[src/rtl/fpcmp_pkg.sv]
package fpcmp_pkg;

  typedef enum logic [2:0] {
    PRED_EQ    = 3'd0,
    PRED_LT    = 3'd1,
    PRED_LE    = 3'd2,
    PRED_UNORD = 3'd3,
    PRED_NEQ   = 3'd4,
    PRED_NLT   = 3'd5,
    PRED_NLE   = 3'd6,
    PRED_ORD   = 3'd7
  } pred_e;

  typedef struct packed {
    logic sign;
    logic nan;
    logic snan;
    logic qnan;
    logic zero;
    logic sub;
  } fp_class_t;

  // Relational predicates treat a quiet NaN as an invalid operand
  function automatic logic pred_traps_qnan(pred_e p);
    return p inside {PRED_LT, PRED_LE, PRED_NLT, PRED_NLE};
  endfunction

endpackage

[src/rtl/fpcmp_pred_dec.sv]
module fpcmp_pred_dec
  import fpcmp_pkg::*;
(
  input  logic [7:0] imm_i,
  output pred_e      pred_o,
  output logic       qnan_traps_o
);

  // upper immediate bits are reserved
  logic unused_imm_hi;
  assign unused_imm_hi = ^imm_i[7:3];

  assign pred_o       = pred_e'(imm_i[2:0]);
  assign qnan_traps_o = pred_traps_qnan(pred_o);

endmodule

[src/rtl/fpcmp_classify.sv]
module fpcmp_classify
  import fpcmp_pkg::*;
#(
  parameter int EXP_W  = 11,
  parameter int FRAC_W = 52
) (
  input  logic [EXP_W+FRAC_W:0]   val_i,
  output fp_class_t               cls_o,
  output logic [EXP_W+FRAC_W-1:0] mag_o
);

  localparam int W = 1 + EXP_W + FRAC_W;

  logic [EXP_W-1:0]  exp_f;
  logic [FRAC_W-1:0] frac_f;
  logic exp_ones, exp_zero, frac_nz;

  assign exp_f    = val_i[W-2 -: EXP_W];
  assign frac_f   = val_i[FRAC_W-1:0];
  assign exp_ones = &exp_f;
  assign exp_zero = ~|exp_f;
  assign frac_nz  = |frac_f;

  always_comb begin
    cls_o.sign = val_i[W-1];
    cls_o.nan  = exp_ones & frac_nz;
    cls_o.qnan = exp_ones & frac_nz & frac_f[FRAC_W-1];
    cls_o.snan = exp_ones & frac_nz & ~frac_f[FRAC_W-1];
    cls_o.zero = exp_zero & ~frac_nz;
    cls_o.sub  = exp_zero & frac_nz;
  end

  assign mag_o = val_i[W-2:0];

endmodule

[src/rtl/fpcmp_lane.sv]
module fpcmp_lane
  import fpcmp_pkg::*;
#(
  parameter int EXP_W  = 11,
  parameter int FRAC_W = 52
) (
  input  logic                  clk_i,
  input  logic                  rst_ni,
  input  logic [EXP_W+FRAC_W:0] a_i,
  input  logic [EXP_W+FRAC_W:0] b_i,
  input  pred_e                 pred_i,
  output logic                  hit_o,
  output logic                  snan_o,
  output logic                  qnan_o,
  output logic                  sub_o
);

  localparam int MAG_W = EXP_W + FRAC_W;

  fp_class_t        cls_a, cls_b;
  logic [MAG_W-1:0] mag_a, mag_b;

  fpcmp_classify #(.EXP_W(EXP_W), .FRAC_W(FRAC_W)) u_cls_a (
    .val_i(a_i), .cls_o(cls_a), .mag_o(mag_a)
  );
  fpcmp_classify #(.EXP_W(EXP_W), .FRAC_W(FRAC_W)) u_cls_b (
    .val_i(b_i), .cls_o(cls_b), .mag_o(mag_b)
  );

  logic unord, both_zero, eq_raw, lt_raw, eq, lt, le;
  logic mag_lt, mag_gt;

  assign unord     = cls_a.nan | cls_b.nan;
  assign both_zero = cls_a.zero & cls_b.zero;
  assign mag_lt    = mag_a < mag_b;
  assign mag_gt    = mag_a > mag_b;
  assign eq_raw    = both_zero | (a_i == b_i);

  // sign-magnitude ordering; +0/-0 pair is never less-than
  always_comb begin
    if (both_zero)                  lt_raw = 1'b0;
    else if (cls_a.sign != cls_b.sign) lt_raw = cls_a.sign;
    else if (cls_a.sign)            lt_raw = mag_gt;
    else                            lt_raw = mag_lt;
  end

  assign eq = ~unord & eq_raw;
  assign lt = ~unord & lt_raw;
  assign le = eq | lt;

  always_comb begin
    unique case (pred_i)
      PRED_EQ:    hit_o = eq;
      PRED_LT:    hit_o = lt;
      PRED_LE:    hit_o = le;
      PRED_UNORD: hit_o = unord;
      PRED_NEQ:   hit_o = ~eq;
      PRED_NLT:   hit_o = ~lt;
      PRED_NLE:   hit_o = ~le;
      PRED_ORD:   hit_o = ~unord;
      default:    hit_o = 1'b0;
    endcase
  end

  assign snan_o = cls_a.snan | cls_b.snan;
  assign qnan_o = cls_a.qnan | cls_b.qnan;
  assign sub_o  = cls_a.sub  | cls_b.sub;

  AST_EQ_LT_EXCLUSIVE: assert property (@(posedge clk_i) disable iff (!rst_ni)
    !(eq && lt));

  AST_UNORD_NOT_ORDERED: assert property (@(posedge clk_i) disable iff (!rst_ni)
    unord |-> (!eq && !lt));

  AST_SIGNED_ZERO_EQ: assert property (@(posedge clk_i) disable iff (!rst_ni)
    (cls_a.zero && cls_b.zero) |-> eq);

endmodule

[src/rtl/fpcmp_packed.sv]
module fpcmp_packed
  import fpcmp_pkg::*;
#(
  parameter int LANES  = 2,
  parameter int EXP_W  = 11,
  parameter int FRAC_W = 52
) (
  input  logic                                  clk_i,
  input  logic                                  rst_ni,
  input  logic                                  valid_i,
  input  logic [LANES*(1+EXP_W+FRAC_W)-1:0]     a_i,
  input  logic [LANES*(1+EXP_W+FRAC_W)-1:0]     b_i,
  input  logic [7:0]                            imm_i,
  output logic                                  valid_o,
  output logic [LANES*(1+EXP_W+FRAC_W)-1:0]     mask_o,
  output logic                                  invalid_o,
  output logic                                  denormal_o
);

  localparam int LANE_W = 1 + EXP_W + FRAC_W;
  localparam int DATA_W = LANES * LANE_W;

  pred_e             pred;
  logic              qnan_traps;
  logic [LANES-1:0]  lane_hit, lane_snan, lane_qnan, lane_sub;
  logic [DATA_W-1:0] mask_d;
  logic              invalid_d, denormal_d;

  fpcmp_pred_dec u_dec (
    .imm_i        (imm_i),
    .pred_o       (pred),
    .qnan_traps_o (qnan_traps)
  );

  for (genvar i = 0; i < LANES; i++) begin : g_lane
    fpcmp_lane #(.EXP_W(EXP_W), .FRAC_W(FRAC_W)) u_lane (
      .clk_i  (clk_i),
      .rst_ni (rst_ni),
      .a_i    (a_i[i*LANE_W +: LANE_W]),
      .b_i    (b_i[i*LANE_W +: LANE_W]),
      .pred_i (pred),
      .hit_o  (lane_hit[i]),
      .snan_o (lane_snan[i]),
      .qnan_o (lane_qnan[i]),
      .sub_o  (lane_sub[i])
    );
    assign mask_d[i*LANE_W +: LANE_W] = {LANE_W{lane_hit[i]}};

    AST_MASK_UNIFORM: assert property (@(posedge clk_i) disable iff (!rst_ni)
      (mask_o[i*LANE_W +: LANE_W] == '0) || (mask_o[i*LANE_W +: LANE_W] == '1));
  end

  assign invalid_d  = (|lane_snan) | ((|lane_qnan) & qnan_traps);
  assign denormal_d = |lane_sub;

  always_ff @(posedge clk_i or negedge rst_ni) begin
    if (!rst_ni) begin
      valid_o    <= 1'b0;
      mask_o     <= '0;
      invalid_o  <= 1'b0;
      denormal_o <= 1'b0;
    end else begin
      valid_o <= valid_i;
      if (valid_i) begin
        mask_o     <= mask_d;
        invalid_o  <= invalid_d;
        denormal_o <= denormal_d;
      end
    end
  end

  AST_VALID_FOLLOWS: assert property (@(posedge clk_i) disable iff (!rst_ni)
    valid_i |=> valid_o);

  AST_HOLD_IDLE: assert property (@(posedge clk_i) disable iff (!rst_ni)
    !valid_i |=> ($stable(mask_o) && $stable(invalid_o) && $stable(denormal_o)));

  AST_SNAN_INVALID: assert property (@(posedge clk_i) disable iff (!rst_ni)
    (valid_i && (|lane_snan)) |=> invalid_o);

  AST_QNAN_QUIET: assert property (@(posedge clk_i) disable iff (!rst_ni)
    (valid_i && !(|lane_snan) && !qnan_traps) |=> !invalid_o);

  AST_SUB_FLAGGED: assert property (@(posedge clk_i) disable iff (!rst_ni)
    (valid_i && (|lane_sub)) |=> denormal_o);

endmodule

[config.mk]
export PLATFORM = sky130hd
export DESIGN_NAME = fpcmp_packed
export DESIGN_NICKNAME = d
export VERILOG_FILES = /design/src/rtl/fpcmp_pkg.sv /design/src/rtl/fpcmp_pred_dec.sv /design/src/rtl/fpcmp_classify.sv /design/src/rtl/fpcmp_lane.sv /design/src/rtl/fpcmp_packed.sv
export SDC_FILE = /design/constraint.sdc
export NUM_CORES = 1
export LEC_CHECK = 0
export ABC_AREA = 1
export BUFFER_PORTS_ARGS = -buffer_cell sky130_fd_sc_hd__buf_2
export CORE_MARGIN = 4
export CORE_UTILIZATION = 40
export DETAILED_ROUTE_END_ITERATION = 7
export GPL_TIMING_DRIVEN = 0
export PLACE_DENSITY = 0.79
export SKIP_CTS_REPAIR_TIMING = 1
export SLEW_MARGIN = 10
export SYNTH_ARGS = -nofsm -noshare
export SYNTH_HDL_FRONTEND = slang
export SYNTH_HIERARCHICAL = 1
export SYNTH_SLANG_ARGS = --single-unit
export TNS_END_PERCENT = 50
[constraint.sdc]
create_clock -name clk_i -period 2.44 [get_ports clk_i]
set_clock_uncertainty 0.15 [all_clocks]
set_input_delay 0.244 -clock clk_i [delete_from_list [all_inputs] [get_ports clk_i]]
set_output_delay 0.244 -clock clk_i [all_outputs]
set_load 0.02 [all_outputs]
* Word level (Yosys, flattened, before mapping)
Cells that the tools add are included.
Storage, ports and cells: register bits after elaboration 68, input bits 267, output and inout port bits 131
Cells by class: order comparisons 4, eq/ne operators 11, mux-type cells 8, bitwise gates (word level) 56, reductions and logical operators 21
Operators by type and width (count):
- $reduce_or A52 Y1 | 4
- $eq A64 B64 Y1 | 2
- $gt A63 B63 Y1 | 2
- $lt A63 B63 Y1 | 2
- $reduce_and A11 Y1 | 4
- $reduce_or A11 Y1 | 4
- $and A1 B1 Y1 | 27
- $not A1 Y1 | 16
- $pmux W1 S8 | 2
- $or A1 B1 Y1 | 13
- $eq A3 B3 Y1 const B | 4
- $eq A3 B2 Y1 const B | 2
- $mux W1 | 6
- $reduce_or A2 Y1 | 3
- $logic_not A1 Y1 | 4
- $reduce_bool A4 Y1 | 1
- $eq A3 B1 Y1 const B | 1
- $logic_not A3 Y1 | 1
- $ne A1 B1 Y1 | 2

* Logic depth before layout (Yosys ltp)
Gate-level depths: netlist (run 1).
word-level depth 9, depth in mapped cells 22, mapped depth without buffers 21

* Cells and area by module
Netlist (run 1), hierarchy kept.
Modules (own cells, without submodules):
- fpcmp_lane | instances 2, cells each 510, area an instance 2894.0 um2
- fpcmp_classify | instances 4, cells each 129, area an instance 752.0 um2
- fpcmp_packed | instances 1, cells each 148, area an instance 1138.6 um2
- fpcmp_pred_dec | instances 1, cells each 8, area an instance 41.3 um2

* Worst setup path before layout (run 1)
Ideal clock, no wire load.
path kind reg-to-output, start point register, netlist name mask_o[64], end point output port mask_o[100], arrival time 1686 ps, slack 360 ps, cell stages (with the launch flop) 2, buffers on the path 1, cells stage by stage dfrtp_1 buf_4
RTL lines:
- to (decl) | line fpcmp_packed.sv:15 | output logic [LANES*(1+EXP_W+FRAC_W)-1:0] mask_o,
No word-level cell between the ends.

* Worst setup path in the final report (run 1)
start point input port a_i[78], end point register, netlist name mask_o[64]
Between the ends: word-level cells in the longest chain between the ends 9
Ends and longest elaborated chain:
- from (decl) | line fpcmp_packed.sv:11 | input logic [LANES*(1+EXP_W+FRAC_W)-1:0] a_i,
- branches (longest 8 deep; another with $lt A63 B63 Y1)
- $pmux W1 S8 (*) | line fpcmp_lane.sv:52 | unique case (pred_i)
- net lane_hit[1] | line fpcmp_packed.sv:25 | logic [LANES-1:0] lane_hit, lane_snan, lane_qnan, lane_sub;
Mark *: on every way through the listed nets, which the timed path passes. A chain may end at the register's enable or synchronous reset.

==> summary.txt, run 1 <==
outcome -> complete, no violations
initial core utilization -> 40.8%
CTS tree -> done
clock latency at the later pin of the worst-skew pair -> 0.22 ns
DRC errors left -> 0
CP Data Arrival Time -> 2.18 ns
RSZ-0062 raised after global routing -> true
Vert. Die Dim -> 166 µm
Tmin final -> 2.23 ns
vias per cell -> 4.30
DP HPWL -> 25600 µm
cells after synthesis -> 1692
global-route wire length before repair -> 45700 µm
Placed Instances -> 2409
P&R area growth vs syn -> 25.4%
CP required -> 2.39 ns
Ports -> 398
H-tree levels -> 1
reg2reg end -> mask_o[64]
CTS sink cnt -> 5
Pre-Repair DR Iteration Count -> 4
final net count -> 2484
initial antenna violation count -> 8
Place WS -> -0.103 ns
part of the Yosys area used for sequential elements -> 1.25%
fin cells -> 2423
Synth Area in Simple Gates -> 31.9%
critical path endpoint -> mask_o[64]
Die Wd -> 166 µm
Adder-Cell Fraction of Synth Area -> 15.8%
top cells by area, synth -> buf_4 (29%), ha_1 (16%), nand2_1 (14%)
number of buffers created by CTS -> 3
Final GP Congestion -> 0.927
leakage power -> 7.81 nW
CTS Root Cell -> clkbuf_16
Worst R2R Path Depth -> 3
Synth Area in Compound Gates -> 3.61%
Worst Setup SP -> a_i[78]
drt first-iter violations -> 312
number of global-route vias before repair -> 10000
Final period util -> 91.4%
die footprint -> 27500 µm²
flops & latches, synth -> 5
worst rel slew slack -> 63.7%
Hold WC Path Type -> primary input to register
R2R Setup Slk -> 1.23 ns
Setup crit start kind -> primary input
Avg Cell Area, Syn -> 5.90 µm²
final hold viol count -> 0
port bufs -> 391
Final ANT Viol Nets -> 0
largest family of logic cells by synthesized area -> buffers and inverters
CP Max Fanout -> 4
Worst-Margin Slew -> 0.544 ns
clock input transition at the sequential cells of the worst setup and hold paths -> 0.03 ns
Final setup viols -> 0
R2R Path Start -> mask_o[64]
max-cap violations -> 0
global route overflow -> 0
mux contribution to synthesized area -> 0%
XOR/XNOR share of the synthesized area -> 9.13%
maximum VDD drop -> 293 µV
share of the synthesized area in the top cell type -> 29.0%
critical setup path kind -> primary input to register
final setup margin -> 0.211 ns
largest net degree at the start of global routing -> 51
layout cell share with drive strength beyond 1 -> 40.1%
Avg WL per Cell -> 11.6 µm
Mapped Nets -> 2085
FP Rows -> 57
Max Clk Rate -> 449 MHz
clock buffer depth -> 2
unique cell type count in the Yosys netlist -> 28
post-synth top area cell -> buf_4
Crit. End Element -> register
Final Slew Violations -> 0
Vias -> 10400
synthesized cell area -> 9980 µm²
Core Region -> 24500 µm²
GR Util All Layers -> 19.4%
synth warn -> 6
power per cell area -> 258 nW/µm²
final WL -> 28100 µm
[logic make-up after synthesis]
logic type,count (synthesis)
buffers and inverters,634
adders and majority gates,126
DFF,5
xor gates and xnor gates,104
and+or+nand+nor,758
AOI/OAI and AO/OA,65
[area by class of cell]
| class | instances | area (µm²) |
|---|---|---|
| diodes | 9 | 22.5 |
| plain buffers | 385 | 2890 |
| clock buffers | 4 | 78.8 |
| fillers | 2542 | 12000 |
| inverters | 249 | 935 |
| multi-input cells | 1053 | 6040 |
| flip-flops and latches | 5 | 128 |
| well taps | 324 | 405 |
| repair buffers | 394 | 2010 |
[Yosys cell counts]
cell      instances
nand4_2           2
a21o_1            8
nor4_1           12
or2_2             6
nor3_1           10
nor2_2           16
xor2_1           80
nor3_2            2
inv_1           243
nand2_2          14
nand3_2           2
o21ai_0           4
nand4_1          24
dfrtp_1           5
a21oi_1          49
nand3b_1          2
nand2_1         360
inv_2             6
xnor2_1          24
buf_4           385
nor2_4            2
ha_1            126
and2_0            4
nor3b_1           2
or2_1             4
a21oi_2           4
nand3_1          38
nor2_1          258
[flip-flops by register name, indices dropped and copies added, names as in the netlist]
name,count
valid_o,1
mask_o,2
invalid_o,1
denormal_o,1
[layer usage]
metal,share of wire (%),up-vias,GRT usage [%],wire length (µm)
li1,-,5589,-,-
met1,41,4498,22.0,11600
met2,51,281,37.7,14400
met3,5.5,43,3.00,1540
met4,2.0,6,4.27,569
met5,0.15,-,0,41
[critical path: stages]
cell and delay, ns:
buf_2 0.12, buf_4 0.12, ha_1 0.29, nand2_1 0.12
nor2_2 0.06, nand2_1 0.13, nor2_1 0.06, nor2_1 0.11
nand2_1 0.09, nand2_1 0.06, nand2_1 0.04, nand2_1 0.07
nand2_2 0.07, nand2_1 0.08, nand2_2 0.06, nand2_2 0.07
nand2_1 0.05, nand2_1 0.06, nand4_1 0.11, nand2_1 0.08
o21ai_0 0.07
[cell usage in the layout, fill, tap and decap left out, types with 4 or more instances in the layout]
cell       n
nand2_1  360
nor3_1    10
or2_1      4
nor2_2    17
buf_4    385
diode_2    9
buf_2    391
a21oi_2    4
nor2_1   256
o21ai_0    4
inv_2      6
ha_1     126
xnor2_1   24
and2_0     4
inv_1    243
or2_2      6
nand2_2   14
nand4_1   24
xor2_1    80
a21oi_1   49
nand3_1   38
a21o_1     8
nor4_1    12
[how the worst min path moves through the flow]
stage / start / to / slack [ns] / cells after the start
CTS: rst_ni / denormal_o / -0.32 / 1
floorplan: rst_ni / denormal_o / -0.20 / 0
finish: valid_i / valid_o / 0.08 / 1
global route: valid_i / valid_o / 0.09 / 1
detailed placement: rst_ni / valid_o / -0.09 / 1
global placement: rst_ni / valid_o / -0.09 / 1
[report_power, final]
part | switching [mW] | internal [mW]
Sequential | 0.0354 | 0.0920
Combinational | 1.45 | 1.39
Clock | 0.0497 | 0.216
[metrics by stage]
stage	setup TNS, ns	hold WS (ns)	power, mW	utilization, %	cell area [µm²]
detailed placement	-0.132	-0.0856	2.97	50.6	12400
finish	0	0.0823	3.23	51.1	12500
floorplan	0	-0.202	2.08	-	9980
global placement	-0.0474	-0.0891	2.93	50.4	12300
global route	-0.0163	0.0860	3.55	51.1	12500
CTS	0	-0.321	3.26	51.0	12500
Note: power is estimated with default switching activity, not from simulation.
==> run 2, diff against run 1 <==
- REMOVE_ABC_BUFFERS: unset -> 1
==> summary.txt, run 2 (synthesis results as in run 1) <==
global route overflow -> 0 (unchanged)
Worst-Margin Slew -> 0.712 ns (+0.168 ns)
Final setup viols -> 0 (unchanged)
Place WS -> -0.182 ns (-0.0782 ns)
CTS tree -> done
CTS sink cnt -> 5 (unchanged)
Vias -> 9060 (-13%)
P&R area growth vs syn -> -3.83%
power per cell area -> 256 nW/µm² (-0.75%)
Final period util -> 94.0% (+2.6 points)
DP HPWL -> 23200 µm (-9.3%)
Final GP Congestion -> 0.916 (-1.2%)
Pint -> 1.07 mW (-37%)
setup TNS -> 0 ns (unchanged)
port bufs -> 392 (+0.26%)
vias per cell -> 4.46 (+3.8%)
Most common cell on crit path -> nand2_1
Worst R2R Path Depth -> 2 (-1)
commonest cells after routing, fill and taps aside -> buf_2 (389), nand2_1 (359), nor2_1 (256)
R2R Setup Slk -> 1.14 ns (-0.09 ns)
Psw -> 1.39 mW (-9.5%)
GR Util All Layers -> 17.4% (-2.0 points)
leakage power -> 5.93 nW (-24%)
maximum VDD drop -> 235 µV (-20%)
CP top delay family -> simple AND/OR/NAND/NOR gates
Top reg by flops -> mask_o
Ports -> 398 (unchanged)
clock buffer depth -> 2 (unchanged)
slowest stage delay, CP -> 0.20 ns (-0.09 ns)
CP Max Fanout -> 4 (unchanged)
Die Wd -> 166 µm (unchanged)
Setup crit start kind -> primary input
crit-path cells -> buf_2, nor2_1, nand2_1, nor2_1, nand2_1, nor2_2, nand2_1, nand2_1, inv_1, nor2_4, xor2_1, nor2_1, a21oi_1, nand2_1, inv_1, nand4_1, nand2_1, o21ai_0
Crit path buffers/inverters -> 3 (+1)
number of buffers created by CTS -> 3 (unchanged)
layout cell share with drive strength beyond 1 -> 26.7% (-13 points)
Critical Path Slowest Stage Cell -> nor2_2
Final Slew Violations -> 0 (unchanged)
Final ANT Viol Nets -> 0 (unchanged)
WHS Path Cells -> 1 (unchanged)
Pre-Repair DR Iteration Count -> 5 (+1)
Max Clk Rate -> 436 MHz (-2.8%)
commonest non-fill, non-tap cell in the layout -> buf_2
largest net degree at the start of global routing -> 66 (+29%)
Fillers -> 2641 (+3.9%)
CTS Root Cell -> clkbuf_16
initial antenna violation count -> 6 (-2)
RSZ-0062 raised after global routing -> true
DRC errors left -> 0 (unchanged)
worst rel slew slack -> 52.5% (-11 points)
Worst path depth -> 18 (-14%)
drt first-iter violations -> 376 (+21%)
Placed Instance Area -> 9450 µm² (-24%)
final WL -> 25500 µm (-9.1%)
global-route wire length before repair -> 41100 µm (-10%)
Pwr Total -> 2.46 mW (-24%)
Clk pwr share -> 10.8% (+2.6 points)
FP Rows -> 57 (unchanged)
max reg flops -> 2 (unchanged)
sequential power share -> 6.1% (+2.2 points)
clock input transition at the sequential cells of the worst setup and hold paths -> 0.03 ns (about the same)
critical setup path kind -> primary input to register
number of global-route vias before repair -> 8612 (-14%)
CP Data Arrival Time -> 2.24 ns (+0.06 ns)
Core Region -> 24500 µm² (unchanged)
final hold viol count -> 0 (unchanged)
Tmin final -> 2.29 ns (+0.0645 ns)
max-cap violations -> 0 (unchanged)
post-route cell area -> 9590 µm² (-23%)
Vert. Die Dim -> 166 µm (unchanged)
outcome -> complete, no violations
Crit. End Element -> register
Avg WL per Cell -> 12.6 µm (+8.4%)
final net count -> 2098 (-16%)
die footprint -> 27500 µm² (unchanged)
H-tree levels -> 1 (unchanged)
final setup margin -> 0.146 ns (-0.0645 ns)
combinational power share -> 83.1% (-4.7 points)
switching part of the total -> 56.5% (+9.0 points)
initial core utilization -> 40.8% (unchanged)
Hold WC Path Type -> primary input to register
clock latency at the later pin of the worst-skew pair -> 0.22 ns (about the same)
CP required -> 2.39 ns (about the same)
## run 2: power groups by stage
stage	registers [mW]	clock network, mW	logic (mW)
6_report	0.150	0.266	2.04
5_1_grt	0.169	0.285	2.27
4_1_cts	0.151	0.269	2.06
3_5_place_dp	0.152	0	2.05
3_3_place_gp	0.146	0	2.00
2_1_floorplan	0.574	0	0.744
## run 2: layer usage
| metal | part of all wire (%) | wire length, µm | global-route usage, % | up-vias |
|---|---|---|---|---|
| li1 | - | - | - | 4824 |
| met2 | 51 | 13000 | 33.9 | 312 |
| met1 | 40 | 10300 | 19.4 | 3879 |
| met4 | 2.0 | 508 | 4.09 | 6 |
| met5 | 0.16 | 40 | 0 | - |
| met3 | 6.6 | 1680 | 2.98 | 39 |
## run 2: final timing paths
check / from / endpoint
setup / recovery: b_i[111] / mask_o[64]
setup reg to reg: mask_o[63] / mask_o[63]
min in group asynchronous: rst_ni / valid_o
max in group asynchronous: rst_ni / mask_o[63]
hold / removal: valid_i / valid_o
hold reg to reg: invalid_o / invalid_o
## run 2: final cells by class
type	count	area, µm²	area share [%]
sequential	5	128	1.33
antenna	3	7.51	0.0782
clock buffer	4	78.8	0.822
inverter	249	935	9.74
timing repair buffer	393	1980	20.6
multi-input combinational	1053	6060	63.2
tap	324	405	4.23
## run 2: per-stage QoR
stage / hold slack, ns / std cells / util [%]
3_5_place_dp: -0.0834 / 2023 / 38.6
6_report: 0.105 / 2031 / 39.2
5_1_grt: 0.103 / 2031 / 39.2
2_1_floorplan: -0.202 / 1307 / -
4_1_cts: -0.316 / 2027 / 39.0
3_3_place_gp: -0.0903 / 2023 / 38.6
